### src/rtl/pfc_pkg.sv
package pfc_pkg;
  typedef enum logic [0:0] {PF_IDLE, PF_SCAN} pf_state_e;
endpackage

### src/rtl/pfc_seq.sv
module pfc_seq
  import pfc_pkg::*;
#(
  parameter int AW   = 8,
  parameter int NDST = 64,
  parameter int PW   = 7,
  parameter int IW   = 6
) (
  input  logic          clk,
  input  logic          rst_n,
  input  logic          fetch_valid,
  input  logic [AW-1:0] fetch_addr,
  input  logic [PW-1:0] slice_lo,
  input  logic [PW-1:0] slice_hi,
  input  logic [AW-1:0] entry,
  output logic [AW-1:0] src,
  output logic [IW-1:0] cur_idx,
  output logic          busy,
  output logic          chk_valid,
  output logic          chk_pass,
  output logic          overrun
);
  pf_state_e     state;
  logic          have_src;
  logic [PW-1:0] cur, lim;
  logic [AW-1:0] dst;
  logic          at_end;

  assign at_end  = (cur >= lim) || (cur >= PW'(NDST));
  assign cur_idx = cur[IW-1:0];
  assign busy    = (state == PF_SCAN);

  always_ff @(posedge clk or negedge rst_n) begin
    if (!rst_n) begin
      state     <= PF_IDLE;
      have_src  <= 1'b0;
      src       <= '0;
      dst       <= '0;
      cur       <= '0;
      lim       <= '0;
      chk_valid <= 1'b0;
      chk_pass  <= 1'b0;
      overrun   <= 1'b0;
    end else begin
      chk_valid <= 1'b0;
      overrun   <= fetch_valid && (state == PF_SCAN);
      case (state)
        PF_IDLE: begin
          if (fetch_valid) begin
            src      <= fetch_addr;
            have_src <= 1'b1;
            if (have_src) begin
              cur   <= slice_lo;
              lim   <= slice_hi;
              dst   <= fetch_addr;
              state <= PF_SCAN;
            end
          end
        end
        PF_SCAN: begin
          if (at_end) begin
            chk_valid <= 1'b1;
            chk_pass  <= 1'b0;
            state     <= PF_IDLE;
          end else if (entry == dst) begin
            chk_valid <= 1'b1;
            chk_pass  <= 1'b1;
            state     <= PF_IDLE;
          end else begin
            cur <= cur + PW'(1);
          end
        end
        default: state <= PF_IDLE;
      endcase
    end
  end
endmodule

### config.mk
export PLATFORM = sky130hd
export DESIGN_NAME = pfc_seq
export DESIGN_NICKNAME = d
export VERILOG_FILES = /design/src/rtl/pfc_pkg.sv /design/src/rtl/pfc_seq.sv
export SDC_FILE = /design/constraint.sdc
export NUM_CORES = 1
export LEC_CHECK = 0
export BUFFER_PORTS_ARGS = -buffer_cell sky130_fd_sc_hd__buf_2
export CORE_ASPECT_RATIO = 1.5
export CORE_MARGIN = 4
export CORE_UTILIZATION = 46
export DETAILED_ROUTE_END_ITERATION = 10
export PLACE_DENSITY = 0.75
export SLEW_MARGIN = 15
export SYNTH_ARGS = -nofsm -noshare
export SYNTH_HDL_FRONTEND = slang
export SYNTH_SLANG_ARGS = --single-unit
### constraint.sdc
create_clock -name clk -period 2.2 [get_ports clk]
set_input_delay 0.22 -clock clk [delete_from_list [all_inputs] [get_ports clk]]
set_output_delay 0.22 -clock clk [all_outputs]
set_load 0.005 [all_outputs]
Yosys cells after proc, flatten, opt, wreduce, memory -nomap -nowiden
Index checks and enable logic that the tools add are counted.
{ "op_classes": {"n_addsub": 1, "eq_ne": 5, "n_bitwise": 1, "n_lt_le_gt_ge": 2, "shift": 0, "n_mux": 15, "div_mod_pow": 0, "n_mul": 0, "n_reduce_logical": 7} }
{ "op_table": {"columns": ["op", "count"], "rows": [
  ["$mux 7", 4],
  ["$pmux 7 s2", 1],
  ["$mux 1", 9],
  ["$eq 8x8->1", 1],
  ["$ne 2x2->1 const B", 4],
  ["$add 7x1->7 const B", 1],
  ["$ge 7x7->1", 1],
  ["$ge 7x7->1 const B", 1],
  ["$reduce_and 2->1", 2],
  ["$reduce_and 4->1", 1],
  ["$reduce_and 3->1", 1],
  ["$pmux 1 s2", 1],
  ["$reduce_bool 2->1", 1],
  ["$logic_and 1x1->1", 1],
  ["$logic_or 1x1->1", 1],
  ["$not 1->1", 1]
]} }
{ "totals": {"mem_bits_rw": 0, "latch_bits": 0, "wordCells": 40, "ff_bits": 35, "mem_bits_ro": 0, "memories": 0, "output_inout_bits": 18} }

Longest topological paths before layout
Gate-level depths: netlist of the first run.
{ "logic_depth": {"word_depth": 4, "ltp_mapped": 7, "ltp_nobuf": 7} }

Least setup slack after synthesis of the first run
No wires, ideal clock.
{ "synth_path": {"path_kind": "reg2reg", "from": "reg cur[6]", "to": "reg cur[1]", "arrival_ns": 1.942, "n_path_buf": 0, "setup_slack_ns": 0.134, "stages_incl_launch_ff": 7, "setup_ns": 0.125, "required_time_ns": 2.075, "cell_sequence": "dfrtp_1 ha_1 a211o_1 a31oi_1 o21ai_2 o31ai_4 mux2_2"} }
{ "synth_via": {"elab_chain_len": 4, "word_cells_on_any_way": 5} }
{ "synth_lines": {"columns": ["element", "line_no", "source"], "rows": [
  ["from (decl)", "pfc_seq.sv:25", "logic [PW-1:0] cur, lim;"],
  ["from (signal assigned)", "pfc_seq.sv:53", "cur <= slice_lo;"],
  ["from (signal assigned)", "pfc_seq.sv:70", "cur <= cur + PW'(1);"],
  ["$ge 7x7->1", "pfc_seq.sv:29", "assign at_end = (cur >= lim) || (cur >= PW'(NDST));"],
  ["$logic_or 1x1->1 *", "pfc_seq.sv:29", null],
  ["$ne 2x2->1 (no source line) *", null, null],
  ["$reduce_and 4->1 (no source line) *", null, null]
]} }
Every way passes the cells marked *; elsewhere a longest branch is shown, timed or not.
A chain may end at the register's enable or synchronous reset.

Worst setup path in the final report of the first run
{ "layout_path": {"from": "reg cur[6]", "to": "reg cur[4]"} }
The elaborated chain is that of the path after synthesis.

==> impl_metrics.toml, run 1 <==
[sta]
drv_slew = 0
post-route-period-util_pct = 96.38
fin_skew_ns = 0.004893
min_period_ns = 2.120
setup_viol = 0
hold_slack_ns = 0.003048
hold_violations = 0
fmax_mhz = 471.6
setup_tns_ns = 0
tightest_slew_ns = 0.7454
relSlewSlack_pct = 50.30

[global_route]
grt_pass1_wl_um = 5575
grt_max_degree = 36
antenna_found_initial = 0
overflow = 0
grt_pass1_vias = 1345
grt_usage_pct = 14.55

[synth]
syn-num-nets = 186
ys_seq_area_share_pct = 49.82
synthCells = 145
yosys_warnings = 0
synth_compound_area_share_pct = 7.189
yosys-mux-area-fraction_pct = 19.22
yosys.area_share.simple_pct = 6.548
synth_xor_area_share_pct = 6.477
syn_area_mm2 = 0.001758
synth_top_family_by_area = "multiplexers"
synthAdderAreaFrac_pct = 5.694
avgSynthCellArea_um2 = 12.12
ys_ff_latch = 35
post_synth_num_cell_types = 25

[cells_and_area]
regArea_um2 = 877.1
nets = 241
drive_above_1_share_pct = 48.74
area_growth_pct = 22.28
final_common_cell = "buf_2"
final_cell_mix = "50 x buf_2, 34 x dfrtp_1, 29 x mux2_2, 11 x xnor2_1, 11 x nor2_1"
antennaDiodeCount = 0
fillers = 317
multi_input_area_um2 = 809.5

[worst_setup_path]
rrSetupSlack_ns = 0.08
path_max_fanout = 7
required_ns = 2.36
start_kind = "register"
worstPathArrival_ns = 2.28
endpoint_kind = "register"
critPathKind = "reg -> reg"

[pwr]
power.internal_uw = 1939
pwr_density_cell_mw_per_mm2 = 1372
net-switching-power_uw = 1009
p_leak_uw = 0.001021
p_seq_share_pct = 38.4
clockPowerShare_pct = 14.0
pwr-share-comb_pct = 47.6
worst_ir_drop_vdd_mv = 0.6315
netSwitchingFraction_pct = 34.23

[clocking]
cts_tree = "built"
cts_sinks = 35
cts_root_buffer = "clkbuf_8"
htree_levels = 2
path_clk_slew_ns = 0.06
cts_buffers = 5
cts.path.max_buffers = 2
clk_latency_ns = 0.28
postCtsHoldBufs = 0

[detailed_routing]
ant_nets = 0
post-route-drc-count = 0
firstDrtPassIters = 4
via_count = 1235
vias_per_cell = 5.103
drt-initial-drc-count = 28
drt-total-wl_um = 3309
wl_per_cell_um = 13.67

[placed_design]
place.gp.congestion = 0.7546
port_buffers = 50
hpwl_um = 2609

[floorplanning]
start_util_pct = 47.74
die_w_um = 58.48
core_area_mm2 = 0.003682
die_height_um = 83.72
fp.dieArea_mm2 = 0.004895
row_count = 27
ios = 51

[hold_path]
hold_path.class = "in -> async"

[run]
maxCapViolCount = 0

[status]
status = "complete, no violations"
==> critical path: stages, from the launching register on <==
cell	delay [ns]
dfrtp_2	0.44
ha_4	0.25
a211o_1	0.28
a31oi_1	0.16
o21ai_2	0.10
o31ai_4	0.26
buf_6	0.16
mux2_2	0.34
==> repair_timing <==
action | 4_1_cts | 5_1_grt
hold endpoints to repair | 0 | 0
endpoints found under the setup margin | 0 | 6
resized for setup | 0 | 4
buffers inserted | 0 | 1
==> final cells by class <==
class                      count  share of cell area (%)
clock buffer                   6                   3.376
inverter                       8                   1.397
multi-input combinational     93                   37.66
sequential                    35                   40.80
tap                           43                   2.503
timing repair buffer          57                   14.26
==> cells by family after synthesis <==
| group | count (synthesis) |
|---|---|
| flops | 35 |
| mux | 30 |
| simple gates | 24 |
| compound gates | 18 |
| buf+inv | 17 |
| xor+xnor | 13 |
| fa+ha+maj | 8 |
==> state kept, by name, summed over array words and instances, names as in the netlist <==
| name | cells |
|---|---|
| chk_pass | 1 |
| overrun | 1 |
| lim | 7 |
| have_src | 1 |
| chk_valid | 1 |
| src | 8 |
| busy | 1 |
| dst | 8 |
| cur | 7 |
==> cells in the mapped netlist <==
| master | count | area share [%] |
|---|---|---|
| xor2_1 | 2 | 1.0 |
| o31ai_4 | 1 | 1.2 |
| nand2_1 | 3 | 0.64 |
| mux2_2 | 30 | 19 |
| o21ai_0 | 2 | 0.57 |
| and2_1 | 1 | 0.36 |
| a21o_1 | 2 | 0.85 |
| o2bb2ai_1 | 1 | 0.50 |
| nor3_1 | 1 | 0.28 |
| dfrtp_1 | 35 | 50 |
| a21oi_1 | 7 | 2.0 |
| clkbuf_1 | 1 | 0.21 |
| nand3_1 | 2 | 0.57 |
| xnor2_1 | 11 | 5.5 |
| nand2b_1 | 2 | 0.71 |
| nand4_1 | 3 | 1.1 |
| nor2_1 | 11 | 2.3 |
| nand3_2 | 1 | 0.57 |
| o21ai_2 | 1 | 0.50 |
| a211o_1 | 1 | 0.50 |
| a31oi_1 | 3 | 1.1 |
| ha_1 | 8 | 5.7 |
| buf_2 | 2 | 0.57 |
| inv_1 | 8 | 1.7 |
| buf_4 | 6 | 2.6 |
==> power by group through the flow <==
stage	combinational, uW	sequential [uW]	clock [uW]
final	1400	1130	413
after global routing	1590	1170	459
after CTS	1370	1130	433
after detailed placement	1370	1140	0
after global placement	1300	1120	0
after floorplan	984	1130	0
==> path summary, 6_finish.rpt <==
path | end | from | cells past startpoint
worst min-delay path | overrun$_DFF_PN0_ | rst_n | 1
max in group asynchronous | cur[6]$_DFFE_PN0P_ | rst_n | 1
min in group clk | lim[5]$_DFFE_PN0P_ | slice_hi[5] | 2
worst min register to register | src[2]$_DFFE_PN0P_ | src[2]$_DFFE_PN0P_ | 1
worst max-delay path | cur[4]$_DFFE_PN0P_ | cur[6]$_DFFE_PN0P_ | 7
worst max register to register | cur[4]$_DFFE_PN0P_ | cur[6]$_DFFE_PN0P_ | 7
==> per-stage QoR <==
stage | total power (uW) | area (um^2) | utilization [%] | cells | setup slack, ns
floorplan | 2112 | 1758 | - | 145 | 0.1337
global placement | 2424 | 2048 | 55.62 | 235 | 0.07646
detailed placement | 2507 | 2048 | 55.62 | 235 | 0.03291
CTS | 2936 | 2121 | 57.59 | 241 | 0.02431
global route | 3213 | 2150 | 58.38 | 242 | -0.01250
finish | 2948 | 2150 | 58.38 | 242 | 0.07954
==> layer usage <==
layer,global-route usage (%),up-vias,wire length (um)
met5,0,-,0
met4,4.641,0,27
met3,4.180,2,236
met2,25.94,44,1727
met1,15.95,585,1319
li1,-,604,-
(Power assumes the default switching activity.)
==> inputs of run 2 (changes only) <==
ABC_AREA = 1   (was unset)
BUFFER_PORTS_ARGS = -buffer_cell sky130_fd_sc_hd__clkbuf_2   (was -buffer_cell sky130_fd_sc_hd__buf_2)
CORE_UTILIZATION = 47   (was 46)
==> run 2 against run 1 <==
Against the previous run: maximum frequency grew 23%; final cell count is 34% higher; clock power grew 12%; critical path type unchanged; routed wire length increased by 16%; synthesized cell count up 61%; register-to-register slack improved by 0.40 ns; hold slack improved by 0.037 ns; sequential share of layout area fell by 0.94 points; combinational power hardly changed.
==> impl_metrics.toml, run 2 <==
[status]
status = "complete, no violations"

[sta]
setup_viol = 0
fin_skew_ns = 0.004502
relSlewSlack_pct = 42.22
setup_ws_ns = 0.4826
hold_slack_ns = 0.04015
drv_slew = 0
min_period_ns = 1.717
tightest_slew_ns = 0.8667
post-route-period-util_pct = 78.07
hold_violations = 0
setup_tns_ns = 0
fmax_mhz = 582.3
rsz0062_at_grt = "no"

[clocking]
path_clk_slew_ns = 0.07
post_cts_buffers = 0
clk_latency_ns = 0.28
postCtsHoldBufs = 0
cts.path.max_buffers = 2
cts_root_buffer = "clkbuf_8"
htree_levels = 2
cts_buffers = 5
cts_tree = "built"
cts-resized-gates = 0
cts_sinks = 35

[cells_and_area]
antennaDiodeCount = 0
fillers = 378
nets = 320
top_regs = "dst x8, src x8"
area_growth_pct = 16.14
drive_above_1_share_pct = 25.09
final_cell_mix = "97 x nand2_1, 50 x clkbuf_2, 35 x dfrtp_1, 22 x inv_1, 13 x nand3_1"
stdcell_area_mm2 = 0.002197
final_common_cell = "nand2_1"

[pwr]
pwr_density_cell_mw_per_mm2 = 1393
worst_ir_drop_vdd_mv = 0.7170
finalPower_uw = 3062
p_leak_uw = 0.001266

[run]
maxCapViolCount = 0

[synth]
ys_seq_area_share_pct = 46.30
ys.flop_type = "dfrtp_1"
post_synth_num_cell_types = 25
ys_ff_latch = 35
yosysMostFrequentCell = "nand2_1"
synth_top_area_share_pct = 46.30
synth_enable_flop_cells = 0
syn_area_mm2 = 0.001892
async_flop_share_pct = 100.0
yosysTopAreaCell = "dfrtp_1"
synth_area_leaders = "dfrtp_1 46%, nand2_1 19%, ha_1 5.3%, inv_1 4.4%, nand3_1 3.4%"
synthTopCellsByCount = "97 x nand2_1, 35 x dfrtp_1, 22 x inv_1"
syn-num-nets = 274
yosys_warnings = 0
synthCells = 233
avgSynthCellArea_um2 = 8.119

[global_route]
grt_usage_pct = 16.89
grt_max_degree = 36
overflow = 0
grt_pass1_wl_um = 6534
antenna_found_initial = 0
grt_pass1_vias = 1533

[placed_design]
hpwl_um = 3012
place_area_mm2 = 0.002110
place_ws_ns = 0.5227
port_buffers = 50
place.gp.congestion = 0.7968

[worst_setup_path]
endpoint_kind = "register"
rrSetupSlack_ns = 0.48
r2r-start = "cur[4]$_DFFE_PN0P_"
cp_cell_sequence = "ha_1, nand2_1, nand2_1, nand2_4, nand2_2, a21oi_4, nand3_4, nand2_4, nand2_1, nand2_1"
path_max_fanout = 8
required_ns = 2.42
path_delay_family = "simple AND/OR/NAND/NOR gates"
crit_buf_inv = 0
start_kind = "register"
r2r_cells = 10
worstPathArrival_ns = 1.94
crit_slowest_cell = "dfrtp_1"
cp_common_cell = "nand2_1"
cp_slowest_stage_delay_ns = 0.48
r2r_end = "cur[0]$_DFFE_PN0P_"
critPathKind = "reg -> reg"

[hold_path]
hold_path.class = "in -> async"

[floorplanning]
row_count = 28
ios = 51
fp.dieArea_mm2 = 0.005125
die_w_um = 59.80
die_height_um = 85.70
core_area_mm2 = 0.003924
start_util_pct = 48.21

[detailed_routing]
post-route-drc-count = 0
wl_per_cell_um = 11.82
vias_per_cell = 4.861
drt-initial-drc-count = 49
via_count = 1575
drt-total-wl_um = 3829
firstDrtPassIters = 4
ant_nets = 0
## run 2: cell types whose count changed in the layout (fill, tap and decap cells not counted), moves of 11 or more
cell	delta
mux2_2	-29
inv_1	+14
nand2_1	+94
clkbuf_2	+50
buf_2	-50
nand3_1	+11
## run 2: logic make-up after synthesis
group | count (synthesis) | share of synthesized area [%]
AO/OA/AOI/OAI | 22 | 6.945
flip-flops | 35 | 46.30
AND/OR/NAND/NOR | 122 | 27.71
buffers and inverters | 39 | 10.52
XOR/XNOR | 7 | 3.241
adder cells (fa/ha/maj) | 8 | 5.291
## run 2: metal layers
layer  GRT usage (%)  share of wire [%]
met1           18.53                 39
met2           29.43                 52
met3           5.120                7.0
met4           6.653                2.1
met5               0                  0
## run 2: stage by stage
stage	cells	utilization, %
after detailed placement	317	53.76
final	324	55.99
after floorplan	233	-
after global placement	317	53.76
after CTS	324	55.99
after global routing	324	55.99
## run 2: final cells by class
| type | count | area [um^2] | area share, % |
|---|---|---|---|
| clock inverters | 1 | 5.005 | 0.2278 |
| well taps | 45 | 56.30 | 2.563 |
| clock buffers | 6 | 82.58 | 3.759 |
| flip-flops and latches | 35 | 875.8 | 39.86 |
| inverters | 28 | 110.1 | 5.011 |
| multi-input cells | 159 | 817.0 | 37.19 |
| repair buffers | 50 | 250.2 | 11.39 |
## run 2: worst max-delay path by stage
stage	startpoint	end	slack [ns]	cells past startpoint
2_1_floorplan	cur[4]$_DFFE_PN0P_	cur[4]$_DFFE_PN0P_	0.69	10
3_3_place_gp	cur[2]$_DFFE_PN0P_	cur[2]$_DFFE_PN0P_	0.54	8
3_5_place_dp	cur[2]$_DFFE_PN0P_	cur[1]$_DFFE_PN0P_	0.52	8
4_1_cts	cur[4]$_DFFE_PN0P_	cur[0]$_DFFE_PN0P_	0.48	10
5_1_grt	cur[2]$_DFFE_PN0P_	cur[3]$_DFFE_PN0P_	0.35	8
6_report	cur[4]$_DFFE_PN0P_	cur[0]$_DFFE_PN0P_	0.48	10
## run 2: power breakdown
part | internal (uW) | switching, uW
Sequential | 952 | 238
Clock | 245 | 218
Combinational | 579 | 830
Total | 1780 | 1290
